==> config.mk <==
export PLATFORM = sky130hd
export DESIGN_NAME = pwr_arm_ctrl
export DESIGN_NICKNAME = d
export VERILOG_FILES = /design/src/rtl/pwr_arm_pkg.sv /design/src/rtl/dual_sync.sv /design/src/rtl/secded_chk.sv /design/src/rtl/boot_seq.sv /design/src/rtl/seq_arm.sv /design/src/rtl/pwr_arm_ctrl.sv
export SDC_FILE = /design/constraint.sdc
export NUM_CORES = 1
export LEC_CHECK = 0
export BUFFER_PORTS_ARGS = -buffer_cell sky130_fd_sc_hd__buf_2
export CAP_MARGIN = 20
export CORE_UTILIZATION = 45
export CTS_CLUSTER_DIAMETER = 60
export DETAILED_ROUTE_END_ITERATION = 10
export GPL_ROUTABILITY_DRIVEN = 0
export GPL_TIMING_DRIVEN = 0
export PLACE_DENSITY = 0.63
export SLEW_MARGIN = 20
export SYNTH_ARGS = -nofsm -noshare
export SYNTH_HDL_FRONTEND = slang
export SYNTH_SLANG_ARGS = --single-unit
==> constraint.sdc <==
create_clock -name clk -period 2.9 [get_ports clk]
set_input_delay 0.145 -clock clk [delete_from_list [all_inputs] [get_ports clk]]
set_output_delay 0.145 -clock clk [all_outputs]
set_load 0.1 [all_outputs]
==> src/rtl/pwr_arm_pkg.sv <==
// Shared types for the supervisor power-on controller.
// Assumes an 8-bit data byte protected by a 13-bit SEC-DED code.
package pwr_arm_pkg;
    localparam int DW = 8;
    localparam int CW = 13;

    typedef enum logic [2:0] {B_START, B_TEST, B_REQ, B_CHK, B_RUN} boot_st_t;
    typedef enum logic [1:0] {Q_WAIT, Q_TIME, Q_ARMED} seq_st_t;

    // Status layout, bit 0 first: done, fail, corrected, uncorrectable, skipped
    typedef struct packed {
        logic skipped;
        logic unc;
        logic cor;
        logic fail;
        logic done;
    } tinfo_t;
endpackage

==> src/rtl/dual_sync.sv <==
// Two-flop synchronizer with edge detection for W asynchronous inputs.
// Assumes inputs are slow compared with clk; rise/fall are one-cycle pulses.
module dual_sync #(
    parameter int W = 2
) (
    input  logic         clk,
    input  logic         rst_n,
    input  logic [W-1:0] din,
    output logic [W-1:0] lvl,
    output logic [W-1:0] rise,
    output logic [W-1:0] fall
);
    logic [W-1:0] s1_q, s2_q, s3_q;

    // Synchronizer chain plus one history stage for edge detection
    always_ff @(posedge clk) begin
        if (!rst_n) begin
            s1_q <= '0;
            s2_q <= '0;
            s3_q <= '0;
        end else begin
            s1_q <= din;
            s2_q <= s1_q;
            s3_q <= s2_q;
        end
    end

    // Per-bit edge decode
    for (genvar g = 0; g < W; g++) begin : g_edge
        assign rise[g] = s2_q[g] & ~s3_q[g];
        assign fall[g] = ~s2_q[g] & s3_q[g];
    end
    assign lvl = s2_q;
endmodule

==> src/rtl/secded_chk.sv <==
// Combinational SEC-DED decoder for one 13-bit configuration word.
// Assumes bit 0 is overall even parity and bits 12:1 form a Hamming code.
module secded_chk
    import pwr_arm_pkg::*;
(
    input  logic [CW-1:0] code,
    output logic [DW-1:0] data,
    output logic          cor,
    output logic          unc
);
    logic [3:0]    syn;
    logic          ovp;
    logic [CW-1:0] fixed;

    // Syndrome, overall parity and single-bit repair
    always_comb begin
        syn = '0;
        for (int p = 1; p < CW; p++) begin
            if (code[p]) syn = syn ^ 4'(p);
        end
        ovp   = ^code;
        fixed = code;
        cor   = 1'b0;
        unc   = 1'b0;
        if (ovp) begin
            if (syn == 4'd0) begin
                cor = 1'b1;
            end else if (syn < 4'(CW)) begin
                fixed[syn] = ~fixed[syn];
                cor = 1'b1;
            end else begin
                unc = 1'b1;
            end
        end else if (syn != 4'd0) begin
            unc = 1'b1;
        end
        data = {fixed[12], fixed[11], fixed[10], fixed[9],
                fixed[7], fixed[6], fixed[5], fixed[3]};
    end
endmodule

==> src/rtl/boot_seq.sv <==
// Start-up sequencer: optional self-test, then configuration load through
// the SEC-DED checker. Assumes the store returns data one cycle after a read.
module boot_seq
    import pwr_arm_pkg::*;
#(
    parameter int              N_WORDS     = 4,
    parameter int              BIST_CYCLES = 16,
    parameter logic [N_WORDS*DW-1:0] CFG_DEFAULT = '0,
    parameter int              ADDR_W      = 2
) (
    input  logic                  clk,
    input  logic                  rst_n,
    input  logic                  test_at_por,
    input  logic                  st_fault,
    output logic                  otp_rd,
    output logic [ADDR_W-1:0]     otp_addr,
    input  logic [CW-1:0]         otp_word,
    output logic [N_WORDS*DW-1:0] cfg_out,
    output tinfo_t                tinfo,
    output logic                  done_p,
    output logic                  unc_p,
    output logic                  boot_done
);
    localparam int CNTW = $clog2(BIST_CYCLES + 1);

    boot_st_t           st;
    logic [CNTW-1:0]    cnt_q;
    logic [ADDR_W-1:0]  idx_q;
    logic [DW-1:0]      cfg_q [N_WORDS];
    logic [DW-1:0]      dec_data;
    logic               dec_cor, dec_unc;

    secded_chk u_chk (
        .code (otp_word),
        .data (dec_data),
        .cor  (dec_cor),
        .unc  (dec_unc)
    );

    // Start-up state machine, status capture and configuration storage
    always_ff @(posedge clk) begin
        if (!rst_n) begin
            st     <= B_START;
            cnt_q  <= '0;
            idx_q  <= '0;
            tinfo  <= '0;
            done_p <= 1'b0;
            unc_p  <= 1'b0;
            for (int i = 0; i < N_WORDS; i++) cfg_q[i] <= CFG_DEFAULT[i*DW +: DW];
        end else begin
            done_p <= 1'b0;
            unc_p  <= 1'b0;
            case (st)
                B_START: begin
                    if (test_at_por) begin
                        st    <= B_TEST;
                        cnt_q <= '0;
                    end else begin
                        tinfo.skipped <= 1'b1;
                        st <= B_REQ;
                    end
                end
                B_TEST: begin
                    if (st_fault) tinfo.fail <= 1'b1;
                    if (cnt_q == CNTW'(BIST_CYCLES - 1)) begin
                        tinfo.done <= 1'b1;
                        done_p     <= 1'b1;
                        st         <= B_REQ;
                    end else begin
                        cnt_q <= cnt_q + 1'b1;
                    end
                end
                B_REQ: st <= B_CHK;
                B_CHK: begin
                    if (dec_unc) begin
                        tinfo.unc <= 1'b1;
                        unc_p     <= 1'b1;
                    end else begin
                        cfg_q[idx_q] <= dec_data;
                        if (dec_cor) tinfo.cor <= 1'b1;
                    end
                    if (idx_q == ADDR_W'(N_WORDS - 1)) begin
                        st <= B_RUN;
                    end else begin
                        idx_q <= idx_q + 1'b1;
                        st    <= B_REQ;
                    end
                end
                default: st <= B_RUN;
            endcase
        end
    end

    // Read strobe and flattened configuration view
    assign otp_rd    = (st == B_REQ);
    assign otp_addr  = idx_q;
    assign boot_done = (st == B_RUN);
    for (genvar g = 0; g < N_WORDS; g++) begin : g_cfg
        assign cfg_out[g*DW +: DW] = cfg_q[g];
    end

    assert_skip_excl_R1: assert property (@(posedge clk) disable iff (!rst_n)
        !(tinfo.skipped && tinfo.done));
    assert_no_read_after_load_R2: assert property (@(posedge clk) disable iff (!rst_n)
        otp_rd |-> !boot_done);
    assert_cor_unc_excl_R3: assert property (@(posedge clk) disable iff (!rst_n)
        (st == B_CHK) |-> !(dec_cor && dec_unc));
    assert_unc_sticky_R4: assert property (@(posedge clk) disable iff (!rst_n)
        unc_p |-> tinfo.unc);
endmodule

==> src/rtl/seq_arm.sv <==
// Sequence-arming machine: ACT rise starts a prescaled timeout; SLEEP edges
// are acted on only after expiry with ACT still high. Inputs are synchronized.
module seq_arm
    import pwr_arm_pkg::*;
#(
    parameter int PRESCALE = 8,
    parameter int TMO_W    = 8
) (
    input  logic             clk,
    input  logic             rst_n,
    input  logic             enable,
    input  logic             act_lvl,
    input  logic             act_rise,
    input  logic             slp_rise,
    input  logic             slp_fall,
    input  logic [TMO_W-1:0] tmo,
    output logic             seq_mon,
    output logic             armed,
    output logic             slp_enter,
    output logic             slp_exit
);
    localparam int PW = (PRESCALE > 1) ? $clog2(PRESCALE) : 1;

    seq_st_t          st;
    logic [PW-1:0]    pcnt_q;
    logic [TMO_W-1:0] tcnt_q;
    logic             tick;
    logic             expire;

    assign tick   = (pcnt_q == PW'(PRESCALE - 1));
    assign expire = ({1'b0, tcnt_q} + 1'b1) >= {1'b0, tmo};

    // Timer, arming state and sleep edge pulses
    always_ff @(posedge clk) begin
        if (!rst_n) begin
            st        <= Q_WAIT;
            pcnt_q    <= '0;
            tcnt_q    <= '0;
            slp_enter <= 1'b0;
            slp_exit  <= 1'b0;
        end else begin
            slp_enter <= 1'b0;
            slp_exit  <= 1'b0;
            case (st)
                Q_WAIT: begin
                    if (enable && act_rise) begin
                        st     <= Q_TIME;
                        pcnt_q <= '0;
                        tcnt_q <= '0;
                    end
                end
                Q_TIME: begin
                    if (!act_lvl) begin
                        st <= Q_WAIT;
                    end else begin
                        pcnt_q <= tick ? '0 : pcnt_q + 1'b1;
                        if (tick) begin
                            if (expire) st <= Q_ARMED;
                            else        tcnt_q <= tcnt_q + 1'b1;
                        end
                    end
                end
                Q_ARMED: begin
                    if (!act_lvl) begin
                        st <= Q_WAIT;
                    end else begin
                        slp_enter <= slp_rise;
                        slp_exit  <= slp_fall;
                    end
                end
                default: st <= Q_WAIT;
            endcase
        end
    end

    assign seq_mon = (st == Q_TIME);
    assign armed   = (st == Q_ARMED);

    assert_wait_not_armed_R7: assert property (@(posedge clk) disable iff (!rst_n)
        (st == Q_WAIT) |=> (st != Q_ARMED));
    assert_cancel_R8: assert property (@(posedge clk) disable iff (!rst_n)
        (st == Q_TIME && !act_lvl) |=> (st == Q_WAIT));
    assert_sleep_masked_R9: assert property (@(posedge clk) disable iff (!rst_n)
        (slp_enter || slp_exit) |-> $past(st == Q_ARMED));
    assert_pulse_excl_R9: assert property (@(posedge clk) disable iff (!rst_n)
        !(slp_enter && slp_exit));
endmodule

==> src/rtl/pwr_arm_ctrl.sv <==
// Top of the supervisor power-on controller: start-up sequencer, host
// registers with sticky interrupt flags, and the sequence-arming machine.
// Assumes TMO_W <= 8 so the timeout fits one host register.
module pwr_arm_ctrl
    import pwr_arm_pkg::*;
#(
    parameter int N_WORDS     = 4,
    parameter int BIST_CYCLES = 16,
    parameter int PRESCALE    = 8,
    parameter int TMO_W       = 8,
    parameter int TMO_DEF     = 4,
    parameter logic [N_WORDS*8-1:0] CFG_DEFAULT = 32'hA5C3_5A3C,
    parameter int ADDR_W      = $clog2(N_WORDS)
) (
    input  logic                 clk,
    input  logic                 rst_n,
    input  logic                 test_at_por,
    input  logic                 st_fault,
    output logic                 otp_rd,
    output logic [ADDR_W-1:0]    otp_addr,
    input  logic [12:0]          otp_word,
    output logic [N_WORDS*8-1:0] cfg_out,
    output logic                 host_en,
    input  logic                 reg_wr,
    input  logic [1:0]           reg_addr,
    input  logic [7:0]           reg_wdata,
    output logic [7:0]           reg_rdata,
    output logic                 irq_n,
    input  logic                 act,
    input  logic                 sleep,
    output logic                 seq_mon,
    output logic                 armed,
    output logic                 slp_enter,
    output logic                 slp_exit
);
    localparam logic [1:0] A_STAT = 2'd0;
    localparam logic [1:0] A_FLAG = 2'd1;
    localparam logic [1:0] A_IEN  = 2'd2;
    localparam logic [1:0] A_TMO  = 2'd3;

    tinfo_t           tinfo;
    logic             done_p, unc_p, boot_done;
    logic [1:0]       flg_q, ien_q, flg_set, flg_clr;
    logic [TMO_W-1:0] tmo_q;
    logic             irq_q;
    logic             wr_ok;
    logic [1:0]       s_lvl, s_rise, s_fall;

    boot_seq #(
        .N_WORDS     (N_WORDS),
        .BIST_CYCLES (BIST_CYCLES),
        .CFG_DEFAULT (CFG_DEFAULT),
        .ADDR_W      (ADDR_W)
    ) u_boot (
        .clk         (clk),
        .rst_n       (rst_n),
        .test_at_por (test_at_por),
        .st_fault    (st_fault),
        .otp_rd      (otp_rd),
        .otp_addr    (otp_addr),
        .otp_word    (otp_word),
        .cfg_out     (cfg_out),
        .tinfo       (tinfo),
        .done_p      (done_p),
        .unc_p       (unc_p),
        .boot_done   (boot_done)
    );

    dual_sync #(.W(2)) u_sync (
        .clk   (clk),
        .rst_n (rst_n),
        .din   ({sleep, act}),
        .lvl   (s_lvl),
        .rise  (s_rise),
        .fall  (s_fall)
    );

    seq_arm #(
        .PRESCALE (PRESCALE),
        .TMO_W    (TMO_W)
    ) u_seq (
        .clk       (clk),
        .rst_n     (rst_n),
        .enable    (boot_done),
        .act_lvl   (s_lvl[0]),
        .act_rise  (s_rise[0]),
        .slp_rise  (s_rise[1]),
        .slp_fall  (s_fall[1]),
        .tmo       (tmo_q),
        .seq_mon   (seq_mon),
        .armed     (armed),
        .slp_enter (slp_enter),
        .slp_exit  (slp_exit)
    );

    assign host_en = boot_done;
    assign wr_ok   = reg_wr && host_en;
    assign flg_set = {unc_p, done_p};
    assign flg_clr = (wr_ok && reg_addr == A_FLAG) ? reg_wdata[1:0] : 2'b00;

    // Host registers: sticky flags with write-1-clear, enables, timeout
    always_ff @(posedge clk) begin
        if (!rst_n) begin
            flg_q <= '0;
            ien_q <= '0;
            tmo_q <= TMO_W'(TMO_DEF);
        end else begin
            flg_q <= (flg_q & ~flg_clr) | flg_set;
            if (wr_ok && reg_addr == A_IEN) ien_q <= reg_wdata[1:0];
            if (wr_ok && reg_addr == A_TMO) tmo_q <= reg_wdata[TMO_W-1:0];
        end
    end

    // Registered active-low interrupt, held released until load is done
    always_ff @(posedge clk) begin
        if (!rst_n) irq_q <= 1'b1;
        else        irq_q <= !(host_en && |(flg_q & ien_q));
    end
    assign irq_n = irq_q;

    // Host read multiplexer, silent while the port is disabled
    always_comb begin
        reg_rdata = '0;
        if (host_en) begin
            case (reg_addr)
                A_STAT:  reg_rdata = {3'b000, tinfo};
                A_FLAG:  reg_rdata = {6'b0, flg_q};
                A_IEN:   reg_rdata = {6'b0, ien_q};
                default: reg_rdata = 8'(tmo_q);
            endcase
        end
    end

    assert_wr_ignored_R2: assert property (@(posedge clk) disable iff (!rst_n)
        (reg_wr && !host_en) |=> ($stable(ien_q) && $stable(tmo_q)));
    assert_flag_sticky_R5: assert property (@(posedge clk) disable iff (!rst_n)
        (flg_q[0] && !(wr_ok && reg_addr == A_FLAG)) |=> flg_q[0]);
    assert_irq_gated_R6: assert property (@(posedge clk) disable iff (!rst_n)
        !irq_n |-> host_en);
endmodule

Yosys cells after proc, flatten, opt, wreduce, memory -nomap -nowiden

Memory sizes are Yosys's and may differ from the RTL's.
Index checks and enable logic that the tools add are counted.

Output and inout port bits: 49
Flip-flop bits (word level): 51
Bits in writable memories: 32
Memories: 1
Input bits: 30
Word-level logic and storage cells: 172

Memories:

| name         | words | bits a word | rd ports | clocked after Yosys merged registers in | wr ports | line           | RTL |
|---|---|---|---|---|---|---|---|
| u_boot.cfg_q | 4     | 8           | 4        | 0                                       | 4        | boot_seq.sv:29 | `logic [DW-1:0] cfg_q [N_WORDS];` |

Magnitude comparators: 4
Bitwise gates (word level): 25
Add/subtract/negate cells: 5
Reductions and logical operators: 31
Equal/unequal tests: 22
Multiplexer cells: 62

Operators with widths:

| kind                                                            | count |
|---|---|
| 8-bit two-way mux                                               | 6 |
| 13-bit two-way mux                                              | 3 |
| 3-bit two-way mux                                               | 9 |
| 8-bit case mux with 3 select lines                              | 1 |
| 2-bit two-way mux                                               | 10 |
| 4-bit two-way mux                                               | 5 |
| 1-bit two-way mux                                               | 18 |
| 8-bit case mux with 2 select lines                              | 1 |
| 2-bit inverter                                                  | 7 |
| 2-bit AND reduction                                             | 7 |
| 13-bit bitwise mux                                              | 1 |
| 13-bit XOR reduction                                            | 1 |
| 3-bit case mux with 4 select lines                              | 1 |
| 3-bit AND reduction                                             | 4 |
| 5-bit two-way mux                                               | 2 |
| 5-bit case mux with 2 select lines                              | 1 |
| 8-bit by 1-bit adder with 9-bit output, second input constant   | 1 |
| 9-bit by 8-bit greater-or-equal comparator with 1-bit output    | 1 |
| 8-bit by 1-bit adder with 8-bit output, second input constant   | 1 |
| 2-bit equality test, second input constant                      | 4 |
| 2-bit by 1-bit != test with 1-bit output, second input constant | 4 |
| 2-bit != test, second input constant                            | 4 |
| 8-bit OR reduction                                              | 1 |
| 1-bit logical AND                                               | 7 |
| other kinds (31)                                                | 49 |

Depth between registers and ports, before layout

Gate-level depths: netlist (run 1).

Depth after elaboration: 30
Mapped depth: 12
Gate-level depth less buffers: 11

Hierarchy

Synthesis (run 1) repeated with hierarchy kept, for this count alone.

Cells, all modules: 454
Area, all modules: 4750.8 sq um

Modules (own cells, without submodules):

| module       | cells each | sequential area each (sq um) | instances | area an instance (sq um) |
|---|---|---|---|---|
| boot_seq     | 156        | 1301.2                       | 1         | 2068.2 |
| seq_arm      | 117        | 300.3                        | 1         | 994.7 |
| secded_chk   | 91         | 0.0                          | 1         | 807.0 |
| pwr_arm_ctrl | 74         | 260.2                        | 1         | 698.2 |
| dual_sync    | 16         | 120.1                        | 1         | 182.7 |

Least setup slack after synthesis (run 1)

Ideal clock, no wire load.

Kind: register -> output
From: register u_boot.st[2]
To: output reg_rdata[5]
Setup slack: -277 ps
Stages on the path, launching flop included: 8
Arrival time: 3032 ps
Buffers on the path: 3
Cells stage by stage: dfxtp_1 > buf_2 > or3b_2 > clkbuf_1 > inv_1 > and3_1 > clkbuf_1 > and2_1

Longest elaborated chain between the ends: 2

Ends and longest elaborated chain:

| what                     | line                | RTL |
|---|---|---|
| start: declaration       | boot_seq.sv:26      | `boot_st_t st;` |
| start signal: assignment | boot_seq.sv:43      | `st <= B_START;` |
| start signal: assignment | boot_seq.sv:56      | `st <= B_TEST;` |
| start signal: assignment | boot_seq.sv:60      | `st <= B_REQ;` |
| 3-bit equality test      | boot_seq.sv:97      | `assign boot_done = (st == B_RUN);` |
| named net host_en        | pwr_arm_ctrl.sv:23  | `output logic host_en,` |
| 8-bit two-way mux        | pwr_arm_ctrl.sv:124 | `if (host_en) begin` |
| end: declaration         | pwr_arm_ctrl.sv:27  | `output logic [7:0] reg_rdata,` |

The timed path passes the listed nets, and every way through them passes these cells.

Worst setup path in the final report (run 1)

From: register u_seq.tcnt_q[2]
To: register u_seq.tcnt_q[7]

Longest elaborated chain between the ends: 5
Elaborated cells between the ends (all ways): 9
Those cells by class: add/sub: 2; order compare: 1; eq/ne: 1; mux: 4; reduce/logical: 1

Ends and longest elaborated chain:

| what                                                                                           | line          | RTL |
|---|---|---|
| start: declaration                                                                             | seq_arm.sv:26 | `logic [TMO_W-1:0] tcnt_q;` |
| start signal: assignment                                                                       | seq_arm.sv:59 | `else tcnt_q <= tcnt_q + 1'b1;` |
| parallel branches: the longest is 5 deep, another holds 8-bit by 1-bit adder with 9-bit output | --            |  |

Several ways; the timed one is not identified. The select of a mux whose other input is x is not followed.
A chain may end at the register's enable or synchronous reset.

==> report_table.html, run 1 <==
<table>
<tr><th>Metric</th><th>Value</th></tr>
<tr><th colspan="2">Synth</th></tr>
<tr><td>Netlist area before placement</td><td>0.004456 mm2</td></tr>
<tr><td>Post-Synthesis Cells</td><td>463</td></tr>
<tr><td>Fraction of the mapped netlist area in adder cells</td><td>0.03931</td></tr>
<tr><td>Multiplexer fraction of the synthesized cell area</td><td>0.02527</td></tr>
<tr><td>Combinational family with the most area after synthesis</td><td>simple AND/OR/NAND/NOR gates</td></tr>
<tr><td>Yosys synthesis warning count</td><td>0</td></tr>
<tr><td>Main flop type after synthesis</td><td>dfxtp_1</td></tr>
<tr><td>Post-synth cell types</td><td>~70</td></tr>
<tr><td>Total nets after synthesis</td><td>507</td></tr>
<tr><td>Yosys reg bits</td><td>83</td></tr>
<tr><td>Count of flip-flops with a built-in enable after synthesis</td><td>32</td></tr>
<tr><td>Syn Area/Cell</td><td>9.623 um2</td></tr>
<tr><td>Synth Area in XOR/XNOR</td><td>0.09099</td></tr>
<tr><td>Post-synthesis share of cell area spent on and, or, nand and nor gates</td><td>0.2280</td></tr>
<tr><td>Share of synthesized area occupied by flip-flops and latches</td><td>0.4448</td></tr>
<tr><td>Compound-Gate Fraction of Synth Area</td><td>0.1379</td></tr>
<tr><td>FFs w/ async S/R, synth</td><td>0</td></tr>
<tr><th colspan="2">Worst hold path</th></tr>
<tr><td>Hold depth</td><td>3</td></tr>
<tr><td>Worst min-delay path class</td><td>in2reg</td></tr>
<tr><th colspan="2">Clocking</th></tr>
<tr><td>Count of H-tree levels built during CTS</td><td>3</td></tr>
<tr><td>Master cell of the clock root buffer</td><td>clkbuf_8</td></tr>
<tr><td>Number of clock buffers inserted by TritonCTS</td><td>9</td></tr>
<tr><td>Skew-Pair Late Insertion Delay</td><td>0.36 ns</td></tr>
<tr><td>Register clock-pin slew on the reported worst setup and hold paths</td><td>~0.10 ns</td></tr>
<tr><td># clock sinks</td><td>83</td></tr>
<tr><td>Max Buffers Root-to-Sink</td><td>2</td></tr>
<tr><td>Clock tree from TritonCTS</td><td>built</td></tr>
<tr><th colspan="2">Global route</th></tr>
<tr><td>Met2 usage</td><td>0.3368</td></tr>
<tr><td>Met3 global-route usage</td><td>0.04072</td></tr>
<tr><td>Global routing usage summed across all routing layers</td><td>0.2135</td></tr>
<tr><td>Pin count of the biggest net entering global routing</td><td>17</td></tr>
<tr><td>Global-route wire length before repair</td><td>16,900 um</td></tr>
<tr><td>Layer carrying the most global-route usage</td><td>met2</td></tr>
<tr><td>Initial antenna violation count</td><td>0</td></tr>
<tr><td>Met1 usage</td><td>0.3010</td></tr>
<tr><td>Via count of the first global-routing pass</td><td>roughly 3,400</td></tr>
<tr><td>Leftover overflow at the end of global routing</td><td>0</td></tr>
<tr><th colspan="2">Cells and area</th></tr>
<tr><td>Growth of design area from synthesis to finish</td><td>18.28%</td></tr>
<tr><td>Layout cell share with drive strength beyond 1</td><td>0.2486</td></tr>
<tr><td>Final instance count without filler cells</td><td>between 600 and 700</td></tr>
<tr><td>Nets@finish</td><td>a little under 600</td></tr>
<tr><td>Antenna cells</td><td>0</td></tr>
<tr><th colspan="2">STA</th></tr>
<tr><td>Number of slew-limit violations in the final report</td><td>0</td></tr>
<tr><td>Fin worst setup slack</td><td>~0.14 ns</td></tr>
<tr><td>Period utilization</td><td>0.9507</td></tr>
<tr><td>RSZ-0062 raised after global routing</td><td>true</td></tr>
<tr><td>Tightest Pin Transition</td><td>0.6607 ns</td></tr>
<tr><td>Final hold violations</td><td>0</td></tr>
<tr><td>Headroom to the max-slew limit</td><td>0.5557</td></tr>
<tr><td>Final Skew</td><td>0.01436 ns</td></tr>
<tr><td>Shortest period the worst path allows</td><td>2.757 ns</td></tr>
<tr><td>Achievable clock frequency</td><td>between 300 and 400 MHz</td></tr>
<tr><td>Setup Total Neg Slack</td><td>0 ns</td></tr>
<tr><td>Setup-failing EPs final</td><td>0</td></tr>
<tr><td>Tightest hold margin</td><td>between 0.03 and 0.04 ns</td></tr>
<tr><th colspan="2">Setup path</th></tr>
<tr><td>Largest fanout on the critical path</td><td>6</td></tr>
<tr><td>Worst stage delay on the critical path</td><td>0.48 ns</td></tr>
<tr><td>Critical R2R Launch</td><td>u_seq.tcnt_q[2]</td></tr>
<tr><td>Reg2reg setup slack</td><td>0.14 ns</td></tr>
<tr><td>R2R cell count</td><td>10</td></tr>
<tr><td>Type of element capturing the critical path</td><td>register</td></tr>
<tr><td>Critical path depth</td><td>10</td></tr>
<tr><td>CP cell instances</td><td>nand3_1 -&gt; or2_2 -&gt; xnor2_1 -&gt; ha_1 -&gt; a41oi_1 -&gt; o21ai_1 -&gt; a221oi_2 -&gt; o211ai_1 -&gt; or3b_2 -&gt; a31oi_1</td></tr>
<tr><td>Number of buffer and inverter instances along the worst setup path</td><td>0</td></tr>
<tr><td>CP Launch Type</td><td>register</td></tr>
<tr><td>Slowest CP cell</td><td>or3b_2</td></tr>
<tr><td>Reg-to-reg endpoint</td><td>u_seq.tcnt_q[7]</td></tr>
<tr><td>Worst Path Required</td><td>3.18 ns</td></tr>
<tr><td>Delay-heaviest family, CP</td><td>simple AND/OR/NAND/NOR gates</td></tr>
<tr><td>Kind of critical path</td><td>reg2reg</td></tr>
<tr><td>Worst Path Arrival</td><td>3.04 ns</td></tr>
<tr><td>CP Launch Point</td><td>u_seq.tcnt_q[2]</td></tr>
<tr><td>Worst Setup EP</td><td>u_seq.tcnt_q[7]</td></tr>
<tr><th colspan="2">Routing</th></tr>
<tr><td>Wire length per cell</td><td>roughly 15 um</td></tr>
<tr><td>Vias per inst</td><td>5.420</td></tr>
<tr><td>Drt first-iter violations</td><td>approximately 110</td></tr>
<tr><td>Number of detailed-route iterations in the first pass</td><td>4</td></tr>
<tr><td>Post-detailed-route DRC marker count</td><td>0</td></tr>
<tr><td>Total routed wirelength</td><td>10,380 um</td></tr>
<tr><td>Vias</td><td>3,707</td></tr>
<tr><td>Antenna-violating nets left</td><td>0</td></tr>
<tr><th colspan="2">Power and ir drop</th></tr>
<tr><td>Switching share of power</td><td>0.3250</td></tr>
<tr><td>Portion of total power attributed to combinational logic</td><td>0.216</td></tr>
<tr><td>Relative contribution of the clock network to total power</td><td>0.323</td></tr>
<tr><td>Cell Int Power</td><td>1.833 mW</td></tr>
<tr><td>Switching Power</td><td>between 0.8 and 0.9 mW</td></tr>
<tr><td>Peak VDD IR</td><td>0.2645 mV</td></tr>
<tr><td>Power density over the cells</td><td>between 500 and 600 mW/mm2</td></tr>
<tr><td>Sequential group share of total power</td><td>0.461</td></tr>
<tr><td>Static leakage power</td><td>2.010 nW</td></tr>
<tr><th colspan="2">Floorplan</th></tr>
<tr><td>Die Y</td><td>101.5 um</td></tr>
<tr><td>Floorplan Core Area</td><td>0.009415 mm2</td></tr>
<tr><td>Floorplan die width</td><td>101.5 um</td></tr>
<tr><td>Count of boundary I/O pins</td><td>79</td></tr>
<tr><td>Placement row count</td><td>35</td></tr>
<tr><td>Area of the die</td><td>approximately 0.010 mm2</td></tr>
<tr><td>Starting Density</td><td>0.4732</td></tr>
<tr><th colspan="2">Placement</th></tr>
<tr><td>Post-placement setup slack</td><td>-0.1253 ns</td></tr>
<tr><td>Number of instances in the placed design</td><td>665</td></tr>
<tr><td>IO Port Bufs</td><td>73</td></tr>
<tr><td>Final HPWL DP</td><td>7867 um</td></tr>
<tr><th colspan="2">Job</th></tr>
<tr><td>Number of violations of the max-capacitance limit</td><td>0</td></tr>
<tr><th colspan="2">Outcome</th></tr>
<tr><td>Result of the run</td><td>completed</td></tr>
</table>
## power by group through the flow
stage	Combinational (mW)	Sequential, mW	Clock (mW)
final	0.587	1.25	0.878
after global placement	0.567	1.28	0
after floorplan	0.362	1.37	0
after detailed placement	0.578	1.28	0
after global routing	0.634	1.25	0.947
after CTS	0.582	1.25	0.891
## metrics by stage
step	instance area (um2)	util	power, mW
CTS	5236	0.5561	2.726
finish	5270	0.5597	2.716
global route	5270	0.5597	2.835
detailed placement	4986	0.5296	1.857
global placement	4986	0.5296	1.846
floorplan	4459	-	1.732
## routing by layer
metal / up-vias / routed length, um
met3: 14 / 474
met5: - / 0
li1: 1857 / -
met4: 0 / 112
met1: 1754 / 5057
met2: 82 / 4736
## logic make-up (layout without fill, tap and decap cells)
kind of cell    Yosys count  in the layout
xor+xnor                 31             31
buf+inv                  38            130
flops                    83             83
mux                       8              8
fa+ha+maj                14             14
simple gates            191            191
compound gates           98             98
## worst min-delay path, stage by stage
cell	delay, ns
buf_2	0.09
nand3_1	0.05
a21oi_1	0.05
## cell usage in the layout, fill, tap and decap left out, types with 5 or more instances in the layout
master,synthesis,final
nor3b_1,6,5
clkbuf_8,0,9
a31oi_1,6,6
o21ai_1,8,9
ha_1,14,13
and3_1,10,10
inv_1,16,16
xnor2_1,12,12
xor2_1,8,7
nor3_1,25,25
edfxtp_1,32,32
and2_1,10,7
o21ai_0,16,15
nand3_1,33,33
a21oi_1,33,33
nand2_1,43,43
o211ai_1,5,5
buf_4,1,6
clkbuf_1,17,15
nor2_1,31,30
buf_2,3,73
dfxtp_1,51,46
## repair_timing
action / in CTS / in global routing
gates resized for setup: 8 / 13
endpoints found under the setup margin: 10 / 11
pin swaps: 1 / 2
setup buffers: 1 / 0
hold endpoints to repair: 2 / 0
hold buffers: 2 / 0
## area by class of cell
cell class | count | area, um2
Fill cell | 878 | 4145
Buffer | 21 | 91.34
Inverter | 17 | 63.81
Tap cell | 129 | 161.4
Multi-Input combinational cell | 342 | 2356
Clock inverter | 7 | 82.58
Timing Repair Buffer | 76 | 400.4
Sequential cell | 83 | 1991
Clock buffer | 9 | 123.9
## state kept, by name, summed over array words and instances, names as in the netlist, 3 cells and up
| name | flops |
|---|---|
| u_seq.pcnt_q | 3 |
| u_boot.st | 3 |
| u_seq.tcnt_q | 8 |
| tmo_q | 8 |
| u_boot.cfg_q | 32 |
| u_boot.tinfo | 5 |
| u_boot.cnt_q | 5 |
## synth_stat cells (3+ instances only)
master | instances | area share
xor2_1 | 8 | 0.016
nor3_1 | 25 | 0.028
nand2_1 | 43 | 0.036
nor3b_1 | 6 | 0.010
or3_1 | 3 | 0.0042
nand3_1 | 33 | 0.037
a211oi_1 | 5 | 0.0084
nor2_1 | 31 | 0.026
o21ai_1 | 8 | 0.0090
o211ai_1 | 5 | 0.0084
dfxtp_1 | 51 | 0.23
and3_1 | 10 | 0.014
nand4b_1 | 4 | 0.0079
o31ai_1 | 4 | 0.0067
xnor2_1 | 12 | 0.024
a21oi_1 | 33 | 0.037
ha_1 | 14 | 0.039
a31oi_1 | 6 | 0.0084
buf_2 | 3 | 0.0034
inv_1 | 16 | 0.013
o21ai_0 | 16 | 0.018
nand2b_1 | 4 | 0.0056
clkbuf_1 | 17 | 0.014
mux2i_1 | 3 | 0.0067
nor2b_1 | 4 | 0.0056
and2_1 | 10 | 0.014
xor2_2 | 3 | 0.011
edfxtp_1 | 32 | 0.22
## how the worst min path moves through the flow
stage / start / end / slack [ns]
after floorplan: act / u_sync.s1_q[0] / 0.27
after CTS: reg_wdata[7] / tmo_q[7] / 0.02
after detailed placement: sleep / u_sync.s1_q[1] / 0.36
after global routing: reg_wdata[3] / tmo_q[3] / 0.02
after global placement: sleep / u_sync.s1_q[1] / 0.35
final: reg_wdata[7] / tmo_q[7] / 0.04
No activity file was read; power rests on OpenSTA's default activity.
==> inputs of run 2 (changes only) <==
--- a/config.mk
+++ b/config.mk
@@ -16,4 +16,5 @@
 export SLEW_MARGIN = 20
 export SYNTH_ARGS = -nofsm -noshare
 export SYNTH_HDL_FRONTEND = slang
+export SYNTH_HIERARCHICAL = 1
 export SYNTH_SLANG_ARGS = --single-unit
==> run 2 against run 1 <==
Cell count is 1.9% higher; largest power group unchanged; fmax is 2.2% lower; hold slack better by 0.0064 ns; die area is 6.4% higher; synthesized area is 6.5% higher; setup slack worse by 0.061 ns; highest routed layer unchanged; global-route usage is 1.2 points lower; synthesized cell count is 2.2% lower; critical path depth is 1 higher; clock skew is 0.00083 ns lower; design area is 9.0% higher; core utilization is 0.081 points lower.
==> report_table.html, run 2 <==
<table>
<tr><th>Metric</th><th>Value</th></tr>
<tr><th colspan="2">Outcome</th></tr>
<tr><td>Result of the run</td><td>completed</td></tr>
<tr><th colspan="2">Global route</th></tr>
<tr><td>Global-route wire length before repair</td><td>17,590 um (+4.1%)</td></tr>
<tr><td>Leftover overflow at the end of global routing</td><td>0 (unchanged)</td></tr>
<tr><td>Pin count of the biggest net entering global routing</td><td>17 (unchanged)</td></tr>
<tr><td>Via count of the first global-routing pass</td><td>3,550 (+3.0%)</td></tr>
<tr><td>Initial antenna violation count</td><td>0 (unchanged)</td></tr>
<tr><td>Global routing usage summed across all routing layers</td><td>0.2019 (-0.01157)</td></tr>
<tr><th colspan="2">Floorplan</th></tr>
<tr><td>Area of the die</td><td>0.01096 mm2 (+6.4%)</td></tr>
<tr><td>Starting Density</td><td>0.4617 (-0.01157)</td></tr>
<tr><td>Die Y</td><td>104.7 um (+3.1%)</td></tr>
<tr><td>Count of boundary I/O pins</td><td>79 (unchanged)</td></tr>
<tr><td>Floorplan Core Area</td><td>0.01028 mm2 (+9.2%)</td></tr>
<tr><td>Placement row count</td><td>37 (+5.7%)</td></tr>
<tr><td>Floorplan die width</td><td>104.7 um (+3.1%)</td></tr>
<tr><th colspan="2">Routing</th></tr>
<tr><td>Wire length per cell</td><td>15.73 um (+3.6%)</td></tr>
<tr><td>Vias</td><td>3,775 (+1.8%)</td></tr>
<tr><td>Total routed wirelength</td><td>10,960 um (+5.6%)</td></tr>
<tr><td>Antenna-violating nets left</td><td>0 (unchanged)</td></tr>
<tr><td>Number of detailed-route iterations in the first pass</td><td>5 (+1)</td></tr>
<tr><td>Vias per inst</td><td>5.416 (about the same)</td></tr>
<tr><td>Drt first-iter violations</td><td>200 (+77%)</td></tr>
<tr><td>Post-detailed-route DRC marker count</td><td>0 (unchanged)</td></tr>
<tr><th colspan="2">Worst hold path</th></tr>
<tr><td>Beginning of the worst hold path</td><td>reg_wdata[5]</td></tr>
<tr><td>Hold depth</td><td>3 (unchanged)</td></tr>
<tr><td>Hold EP</td><td>tmo_q[5]</td></tr>
<tr><td>Worst min-delay path class</td><td>in2reg</td></tr>
<tr><th colspan="2">Setup path</th></tr>
<tr><td>R2R cell count</td><td>11 (+1)</td></tr>
<tr><td>Reg-to-reg endpoint</td><td>u_seq/tcnt_q[6]</td></tr>
<tr><td>Kind of critical path</td><td>reg2reg</td></tr>
<tr><td>Reg2reg setup slack</td><td>0.08 ns (-0.06 ns)</td></tr>
<tr><td>Number of buffer and inverter instances along the worst setup path</td><td>0 (unchanged)</td></tr>
<tr><td>Type of element capturing the critical path</td><td>register</td></tr>
<tr><td>Worst stage delay on the critical path</td><td>0.42 ns (-0.06 ns)</td></tr>
<tr><td>Delay-heaviest family, CP</td><td>simple AND/OR/NAND/NOR gates</td></tr>
<tr><td>CP Launch Type</td><td>register</td></tr>
<tr><td>Largest fanout on the critical path</td><td>6 (unchanged)</td></tr>
<tr><td>Most used cell, CP</td><td>nand3_4</td></tr>
<tr><td>CP cell instances</td><td>nand3_4 -&gt; or2_4 -&gt; nor2_4 -&gt; xor2_2 -&gt; ha_1 -&gt; and3_4 -&gt; a221o_1 -&gt; a31oi_4 -&gt; nand3_4 -&gt; or4_1 -&gt; a31oi_1</td></tr>
<tr><td>Critical R2R Launch</td><td>u_seq/tcnt_q[2]</td></tr>
<tr><td>Slowest CP cell</td><td>or4_1</td></tr>
<tr><td>Worst Path Required</td><td>3.18 ns (about the same)</td></tr>
<tr><td>Worst Path Arrival</td><td>3.10 ns (+0.06 ns)</td></tr>
<tr><th colspan="2">STA</th></tr>
<tr><td>Number of slew-limit violations in the final report</td><td>0 (unchanged)</td></tr>
<tr><td>Tightest hold margin</td><td>0.04257 ns (+0.006433 ns)</td></tr>
<tr><td>Final hold violations</td><td>0 (unchanged)</td></tr>
<tr><td>Fin worst setup slack</td><td>0.08171 ns (-0.06121 ns)</td></tr>
<tr><td>Final Skew</td><td>0.01353 ns (-0.0008335 ns)</td></tr>
<tr><td>RSZ-0062 raised after global routing</td><td>true</td></tr>
<tr><td>Achievable clock frequency</td><td>354.8 MHz (-2.2%)</td></tr>
<tr><td>Headroom to the max-slew limit</td><td>0.5310 (-0.02477)</td></tr>
<tr><td>Setup-failing EPs final</td><td>0 (unchanged)</td></tr>
<tr><td>Tightest Pin Transition</td><td>0.6985 ns (+0.03779 ns)</td></tr>
<tr><td>Shortest period the worst path allows</td><td>2.818 ns (+0.06121 ns)</td></tr>
<tr><td>Period utilization</td><td>0.9718 (+0.02111)</td></tr>
<tr><th colspan="2">Cells and area</th></tr>
<tr><td>Most flop-heavy register</td><td>u_boot/cfg_q</td></tr>
<tr><td>Top Registers</td><td>u_boot/cfg_q x32, tmo_q x8, u_seq/tcnt_q x8</td></tr>
<tr><td>Max reg flops</td><td>32 (unchanged)</td></tr>
<tr><td>Highest-count cells in the layout ignoring fill and taps</td><td>buf_2, dfxtp_1, nand2_1, and2_1, edfxtp_1</td></tr>
<tr><td>Commonest non-fill, non-tap cell in the layout</td><td>buf_2</td></tr>
<tr><td>Growth of design area from synthesis to finish</td><td>21.07%</td></tr>
<tr><td>Layout cell share with drive strength beyond 1</td><td>0.2852 (+0.03656)</td></tr>
<tr><td>Nets@finish</td><td>600 (+1.0%)</td></tr>
<tr><td>Post-layout utilization of the core</td><td>0.5589 (-0.0008100)</td></tr>
<tr><td>Antenna cells</td><td>0 (unchanged)</td></tr>
<tr><th colspan="2">Synth</th></tr>
<tr><td>Syn Area/Cell</td><td>10.47 um2 (+8.8%)</td></tr>
<tr><td>Yosys synthesis warning count</td><td>6 (+6)</td></tr>
<tr><td>Total nets after synthesis</td><td>497 (-2.0%)</td></tr>
<tr><td>Post-Synthesis Cells</td><td>453 (-2.2%)</td></tr>
<tr><td>Netlist area before placement</td><td>0.004745 mm2 (+6.5%)</td></tr>
<tr><th colspan="2">Clocking</th></tr>
<tr><td>Number of clock buffers inserted by TritonCTS</td><td>9 (unchanged)</td></tr>
<tr><td># clock sinks</td><td>83 (unchanged)</td></tr>
<tr><td>Count of H-tree levels built during CTS</td><td>3 (unchanged)</td></tr>
<tr><td>Master cell of the clock root buffer</td><td>clkbuf_8</td></tr>
<tr><td>Max Buffers Root-to-Sink</td><td>2 (unchanged)</td></tr>
<tr><td>Clock tree from TritonCTS</td><td>built</td></tr>
<tr><td>Register clock-pin slew on the reported worst setup and hold paths</td><td>0.09 ns (about the same)</td></tr>
<tr><td>Skew-Pair Late Insertion Delay</td><td>0.35 ns (about the same)</td></tr>
<tr><th colspan="2">Placement</th></tr>
<tr><td>IO Port Bufs</td><td>74 (+1.4%)</td></tr>
<tr><td>Final HPWL DP</td><td>7866 um (about the same)</td></tr>
<tr><td>Post-placement setup slack</td><td>-0.4018 ns (-0.2765 ns)</td></tr>
<tr><th colspan="2">Power and ir drop</th></tr>
<tr><td>Peak VDD IR</td><td>0.2176 mV (-18%)</td></tr>
<tr><td>Power density over the cells</td><td>454.8 mW/mm2 (-12%)</td></tr>
<tr><td>Static leakage power</td><td>2.292 nW (+14%)</td></tr>
<tr><th colspan="2">Job</th></tr>
<tr><td>Number of violations of the max-capacitance limit</td><td>0 (unchanged)</td></tr>
</table>
==> run 2: layout make-up <==
class	instances	area (um2)
Timing Repair Buffer	93	526.8
Inverter	18	67.56
Fill cell	945	4533
Sequential cell	83	2001
Tap cell	136	170.2
Clock inverter	7	52.55
Clock buffer	9	123.9
Buffer	18	97.59
Multi-Input combinational cell	333	2705
==> run 2: power breakdown <==
part	leakage [nW]	total [mW]	internal, mW	switching, mW
Combinational	1.52	0.610	0.205	0.405
Sequential	0.692	1.25	1.23	0.0216
Clock	0.0795	0.750	0.314	0.436
==> run 2: routing by layer <==
| metal | track usage | wire, um | up-vias |
|---|---|---|---|
| met4 | 0.05332 | 80 | 0 |
| met3 | 0.03431 | 456 | 6 |
| met2 | 0.3534 | 5589 | 112 |
| li1 | - | - | 1861 |
| met5 | 0 | 0 | - |
| met1 | 0.2569 | 4836 | 1796 |
==> run 2: how the worst max path moves through the flow <==
stage | end | start | cells past startpoint
floorplan | u_seq/tcnt_q[6] | u_seq/tcnt_q[2] | 11
global placement | u_boot/cfg_q[3][3] | otp_word[5] | 8
detailed placement | u_boot/cfg_q[3][3] | otp_word[5] | 8
CTS | u_seq/tcnt_q[6] | u_seq/tcnt_q[2] | 11
global route | u_seq/tcnt_q[6] | u_seq/tcnt_q[4] | 11
finish | u_seq/tcnt_q[6] | u_seq/tcnt_q[2] | 11
==> run 2: what timing repair did <==
item | in CTS | in global routing
hold buffers | 4 | 0
gates resized for setup | 7 | 16
pin swaps | 0 | 5
endpoints found under the setup margin | 16 | 34
buffers inserted | 6 | 9
hold endpoints to repair | 4 | 0
==> run 2: worst min-delay path, cell delays in order <==
cell and delay (ns):
buf_2 0.10, nand2_1 0.05, mux2i_1 0.05
==> run 2: metrics by stage <==
| step | power [mW] | std cells | TNS [ns] | area, um2 |
|---|---|---|---|---|
| finish | 2.612 | 697 | 0 | 5744 |
| CTS | 2.638 | 689 | -0.02996 | 5615 |
| global route | 2.728 | 697 | -0.1309 | 5744 |
| floorplan | 1.747 | 453 | 0 | 4785 |
| detailed placement | 1.877 | 663 | -12.52 | 5325 |
| global placement | 1.870 | 663 | -10.97 | 5325 |
==> inputs of run 3 (changes only) <==
--- a/config.mk
+++ b/config.mk
@@ -12,7 +12,7 @@
 export DETAILED_ROUTE_END_ITERATION = 10
 export GPL_ROUTABILITY_DRIVEN = 0
 export GPL_TIMING_DRIVEN = 0
-export PLACE_DENSITY = 0.63
+export PLACE_DENSITY = 0.66
 export SLEW_MARGIN = 20
 export SYNTH_ARGS = -nofsm -noshare
 export SYNTH_HDL_FRONTEND = slang
==> constraint.sdc (replaced) <==
create_clock -name clk -period 2.5 [get_ports clk]
set_input_delay 0.125 -clock clk [delete_from_list [all_inputs] [get_ports clk]]
set_output_delay 0.125 -clock clk [all_outputs]
set_load 0.1 [all_outputs]
==> run 3 against run 2 <==
Critical path type unchanged; sequential cell count unchanged; die area unchanged; the run now ends with negative setup slack left; register-to-register slack got worse by 0.42 ns; hold slack got worse by 0.030 ns; first-iteration DRC count decreased by 30%; total power increased by 20%; fmax decreased by 0.61%; cell count increased by 1.7%; via count increased by 1.4%; design area increased by 3.9%; combinational power increased by 20%.
==> report_table.html, run 3 (synthesized netlist as in run 2, its figures left out) <==
<table>
<tr><th>Metric</th><th>Value</th></tr>
<tr><th colspan="2">STA</th></tr>
<tr><td>Number of slew-limit violations in the final report</td><td>0 (unchanged)</td></tr>
<tr><td>Period utilization</td><td>1.134 (+0.1625)</td></tr>
<tr><td>Shortest period the worst path allows</td><td>2.836 ns (+0.01741 ns)</td></tr>
<tr><td>RSZ-0062 raised after global routing</td><td>true</td></tr>
<tr><td>Headroom to the max-slew limit</td><td>0.5721 (+0.04113)</td></tr>
<tr><td>Tightest hold margin</td><td>0.01260 ns (-0.02998 ns)</td></tr>
<tr><td>Tightest Pin Transition</td><td>0.6397 ns (-0.05886 ns)</td></tr>
<tr><td>Fin worst setup slack</td><td>-0.3357 ns (-0.4174 ns)</td></tr>
<tr><td>Final hold violations</td><td>0 (unchanged)</td></tr>
<tr><td>Final Skew</td><td>0.01141 ns (-0.002112 ns)</td></tr>
<tr><td>Achievable clock frequency</td><td>352.6 MHz (-0.61%)</td></tr>
<tr><td>Setup-failing EPs final</td><td>10 (+10)</td></tr>
<tr><th colspan="2">Placement</th></tr>
<tr><td>Placed Instance Area</td><td>0.005449 mm2 (+2.3%)</td></tr>
<tr><td>IO Port Bufs</td><td>74 (unchanged)</td></tr>
<tr><td>Number of instances in the placed design</td><td>663 (unchanged)</td></tr>
<tr><td>Final HPWL DP</td><td>7843 um (-0.29%)</td></tr>
<tr><th colspan="2">Setup path</th></tr>
<tr><td>Critical R2R Launch</td><td>u_seq/tcnt_q[4]</td></tr>
<tr><td>Type of element capturing the critical path</td><td>register</td></tr>
<tr><td>CP Launch Type</td><td>register</td></tr>
<tr><td>R2R cell count</td><td>11 (unchanged)</td></tr>
<tr><td>Worst Path Required</td><td>2.79 ns (-0.39 ns)</td></tr>
<tr><td>Largest fanout on the critical path</td><td>6 (unchanged)</td></tr>
<tr><td>Kind of critical path</td><td>reg2reg</td></tr>
<tr><td>Worst Path Arrival</td><td>3.13 ns (+0.03 ns)</td></tr>
<tr><td>Reg-to-reg endpoint</td><td>u_seq/tcnt_q[5]</td></tr>
<tr><td>Reg2reg setup slack</td><td>-0.34 ns (-0.42 ns)</td></tr>
<tr><th colspan="2">Cells and area</th></tr>
<tr><td>Commonest non-fill, non-tap cell in the layout</td><td>buf_2</td></tr>
<tr><td>Max reg flops</td><td>32 (unchanged)</td></tr>
<tr><td>Post-layout utilization of the core</td><td>0.5810 (+0.02204)</td></tr>
<tr><td>Growth of design area from synthesis to finish</td><td>25.84%</td></tr>
<tr><td>Top Registers</td><td>u_boot/cfg_q x32, tmo_q x8, u_seq/tcnt_q x8</td></tr>
<tr><td>Final instance count without filler cells</td><td>709 (+1.7%)</td></tr>
<tr><td>Highest-count cells in the layout ignoring fill and taps</td><td>buf_2, dfxtp_1, nand2_1, edfxtp_1, and2_1</td></tr>
<tr><td>Nets@finish</td><td>612 (+2.0%)</td></tr>
<tr><td>Antenna cells</td><td>0 (unchanged)</td></tr>
<tr><td>Most flop-heavy register</td><td>u_boot/cfg_q</td></tr>
<tr><td>Area of all placed cells without fillers</td><td>0.005971 mm2 (+3.9%)</td></tr>
<tr><td>Number of filler cells placed in the layout</td><td>892 (-5.6%)</td></tr>
<tr><td>Layout cell share with drive strength beyond 1</td><td>0.3264 (+0.04115)</td></tr>
<tr><th colspan="2">Routing</th></tr>
<tr><td>Vias per inst</td><td>5.398 (-0.34%)</td></tr>
<tr><td>Number of detailed-route iterations in the first pass</td><td>4 (-1)</td></tr>
<tr><td>Drt first-iter violations</td><td>140 (-30%)</td></tr>
<tr><td>Antenna-violating nets left</td><td>0 (unchanged)</td></tr>
<tr><td>Total routed wirelength</td><td>11,310 um (+3.2%)</td></tr>
<tr><td>Post-detailed-route DRC marker count</td><td>0 (unchanged)</td></tr>
<tr><td>Wire length per cell</td><td>15.95 um (+1.4%)</td></tr>
<tr><td>Vias</td><td>3,827 (+1.4%)</td></tr>
<tr><th colspan="2">Clocking</th></tr>
<tr><td>Master cell of the clock root buffer</td><td>clkbuf_8</td></tr>
<tr><td>Max Buffers Root-to-Sink</td><td>2 (unchanged)</td></tr>
<tr><td>Register clock-pin slew on the reported worst setup and hold paths</td><td>0.08 ns (about the same)</td></tr>
<tr><td>Clock tree from TritonCTS</td><td>built</td></tr>
<tr><td># clock sinks</td><td>83 (unchanged)</td></tr>
<tr><td>Count of H-tree levels built during CTS</td><td>3 (unchanged)</td></tr>
<tr><td>Number of clock buffers inserted by TritonCTS</td><td>9 (unchanged)</td></tr>
<tr><td>Skew-Pair Late Insertion Delay</td><td>0.35 ns (about the same)</td></tr>
<tr><th colspan="2">Floorplan</th></tr>
<tr><td>Placement row count</td><td>37 (unchanged)</td></tr>
<tr><td>Floorplan Core Area</td><td>0.01028 mm2 (unchanged)</td></tr>
<tr><td>Starting Density</td><td>0.4617 (unchanged)</td></tr>
<tr><td>Area of the die</td><td>0.01096 mm2 (unchanged)</td></tr>
<tr><td>Floorplan die width</td><td>104.7 um (unchanged)</td></tr>
<tr><td>Die Y</td><td>104.7 um (unchanged)</td></tr>
<tr><td>Count of boundary I/O pins</td><td>79 (unchanged)</td></tr>
<tr><th colspan="2">Worst hold path</th></tr>
<tr><td>Hold EP</td><td>tmo_q[4]</td></tr>
<tr><td>Worst min-delay path class</td><td>in2reg</td></tr>
<tr><td>Hold depth</td><td>3 (unchanged)</td></tr>
<tr><td>Beginning of the worst hold path</td><td>reg_wdata[4]</td></tr>
<tr><th colspan="2">Outcome</th></tr>
<tr><td>Result of the run</td><td>finished, violations left</td></tr>
<tr><td>Violations in the final reports</td><td>negative setup slack</td></tr>
<tr><th colspan="2">Global route</th></tr>
<tr><td>Pin count of the biggest net entering global routing</td><td>17 (unchanged)</td></tr>
<tr><td>Global-route wire length before repair</td><td>17,800 um (+1.2%)</td></tr>
<tr><td>Via count of the first global-routing pass</td><td>3,594 (+1.2%)</td></tr>
<tr><td>Global routing usage summed across all routing layers</td><td>0.2076 (+0.005646)</td></tr>
<tr><td>Initial antenna violation count</td><td>0 (unchanged)</td></tr>
<tr><td>Leftover overflow at the end of global routing</td><td>0 (unchanged)</td></tr>
<tr><th colspan="2">Job</th></tr>
<tr><td>Number of violations of the max-capacitance limit</td><td>0 (unchanged)</td></tr>
<tr><th colspan="2">Power and ir drop</th></tr>
<tr><td>Power density over the cells</td><td>524.1 mW/mm2 (+15%)</td></tr>
<tr><td>Peak VDD IR</td><td>0.2941 mV (+35%)</td></tr>
<tr><td>Pwr Total</td><td>3.129 mW (+20%)</td></tr>
<tr><td>Static leakage power</td><td>2.404 nW (+4.9%)</td></tr>
</table>
-- run 3: cell types whose count changed in the layout (fill, tap and decap cells not counted), moves of 3 or more --
cell        delta
buf_4         +10
clkbuf_4       +4
xnor2_1        -4
clkinvlp_4     -3
xnor2_2        +3
-- run 3: power by group --
group | switching, mW | total [mW] | internal, mW
sequential | 0.0247 | 1.45 | 1.43
clock | 0.483 | 0.944 | 0.462
combinational | 0.478 | 0.733 | 0.255
total | 0.985 | 3.13 | 2.14
-- run 3: worst max-delay path, cell delays in order, from the launching register on --
cell and delay (ns):
dfxtp_4 0.37, nand2_1 0.09, or2_4 0.27, nor2_2 0.09
xor2_1 0.21, ha_1 0.29, and3_4 0.17, a221o_1 0.35
a31oi_4 0.23, nand3_4 0.13, or4_1 0.48, nand3_1 0.09
-- run 3: repair_timing --
item,4_1_cts,5_1_grt
gates resized for setup,12,11
hold endpoints to repair,4,1
setup endpoints to repair,34,37
setup buffers,11,15
hold buffers,4,1
pin swaps,4,4
-- run 3: through the flow --
step | setup TNS [ns] | setup WS (ns)
3_3_place_gp | -18.92 | -0.5403
6_report | -2.680 | -0.3357
5_1_grt | -3.615 | -0.4336
4_1_cts | -1.415 | -0.2652
2_1_floorplan | -0.7442 | -0.2535
3_5_place_dp | -22.44 | -0.5734
-- run 3: cell type report --
cell class                      instances  area [um2]  area share
Sequential cell                        83        2001      0.3351
Multi-Input combinational cell        333        2819      0.4721
Inverter                               18       67.56     0.01132
Clock inverter                          5       55.05    0.009220
Timing Repair Buffer                  104       619.3      0.1037
Buffer                                 19       107.6     0.01802
Clock buffer                           11       131.4     0.02200
Tap cell                              136       170.2     0.02850
-- run 3: worst max-delay path by stage --
stage / slack (ns) / start / endpoint / cells past startpoint
after floorplan: -0.25 / u_boot/st[2] / reg_rdata[2] / 4
after global placement: -0.54 / otp_word[11] / u_boot/cfg_q[0][1] / 9
after detailed placement: -0.57 / otp_word[11] / u_boot/cfg_q[0][3] / 9
after CTS: -0.27 / u_seq/tcnt_q[0] / u_seq/tcnt_q[5] / 11
after global routing: -0.43 / u_seq/tcnt_q[4] / u_seq/tcnt_q[6] / 11
final: -0.34 / u_seq/tcnt_q[4] / u_seq/tcnt_q[5] / 11
-- run 3: routing by layer --
layer	track usage	wire (um)
met1	0.2605	4956
met2	0.3553	5745
met3	0.03369	298
met4	0.08350	308
met5	0	0
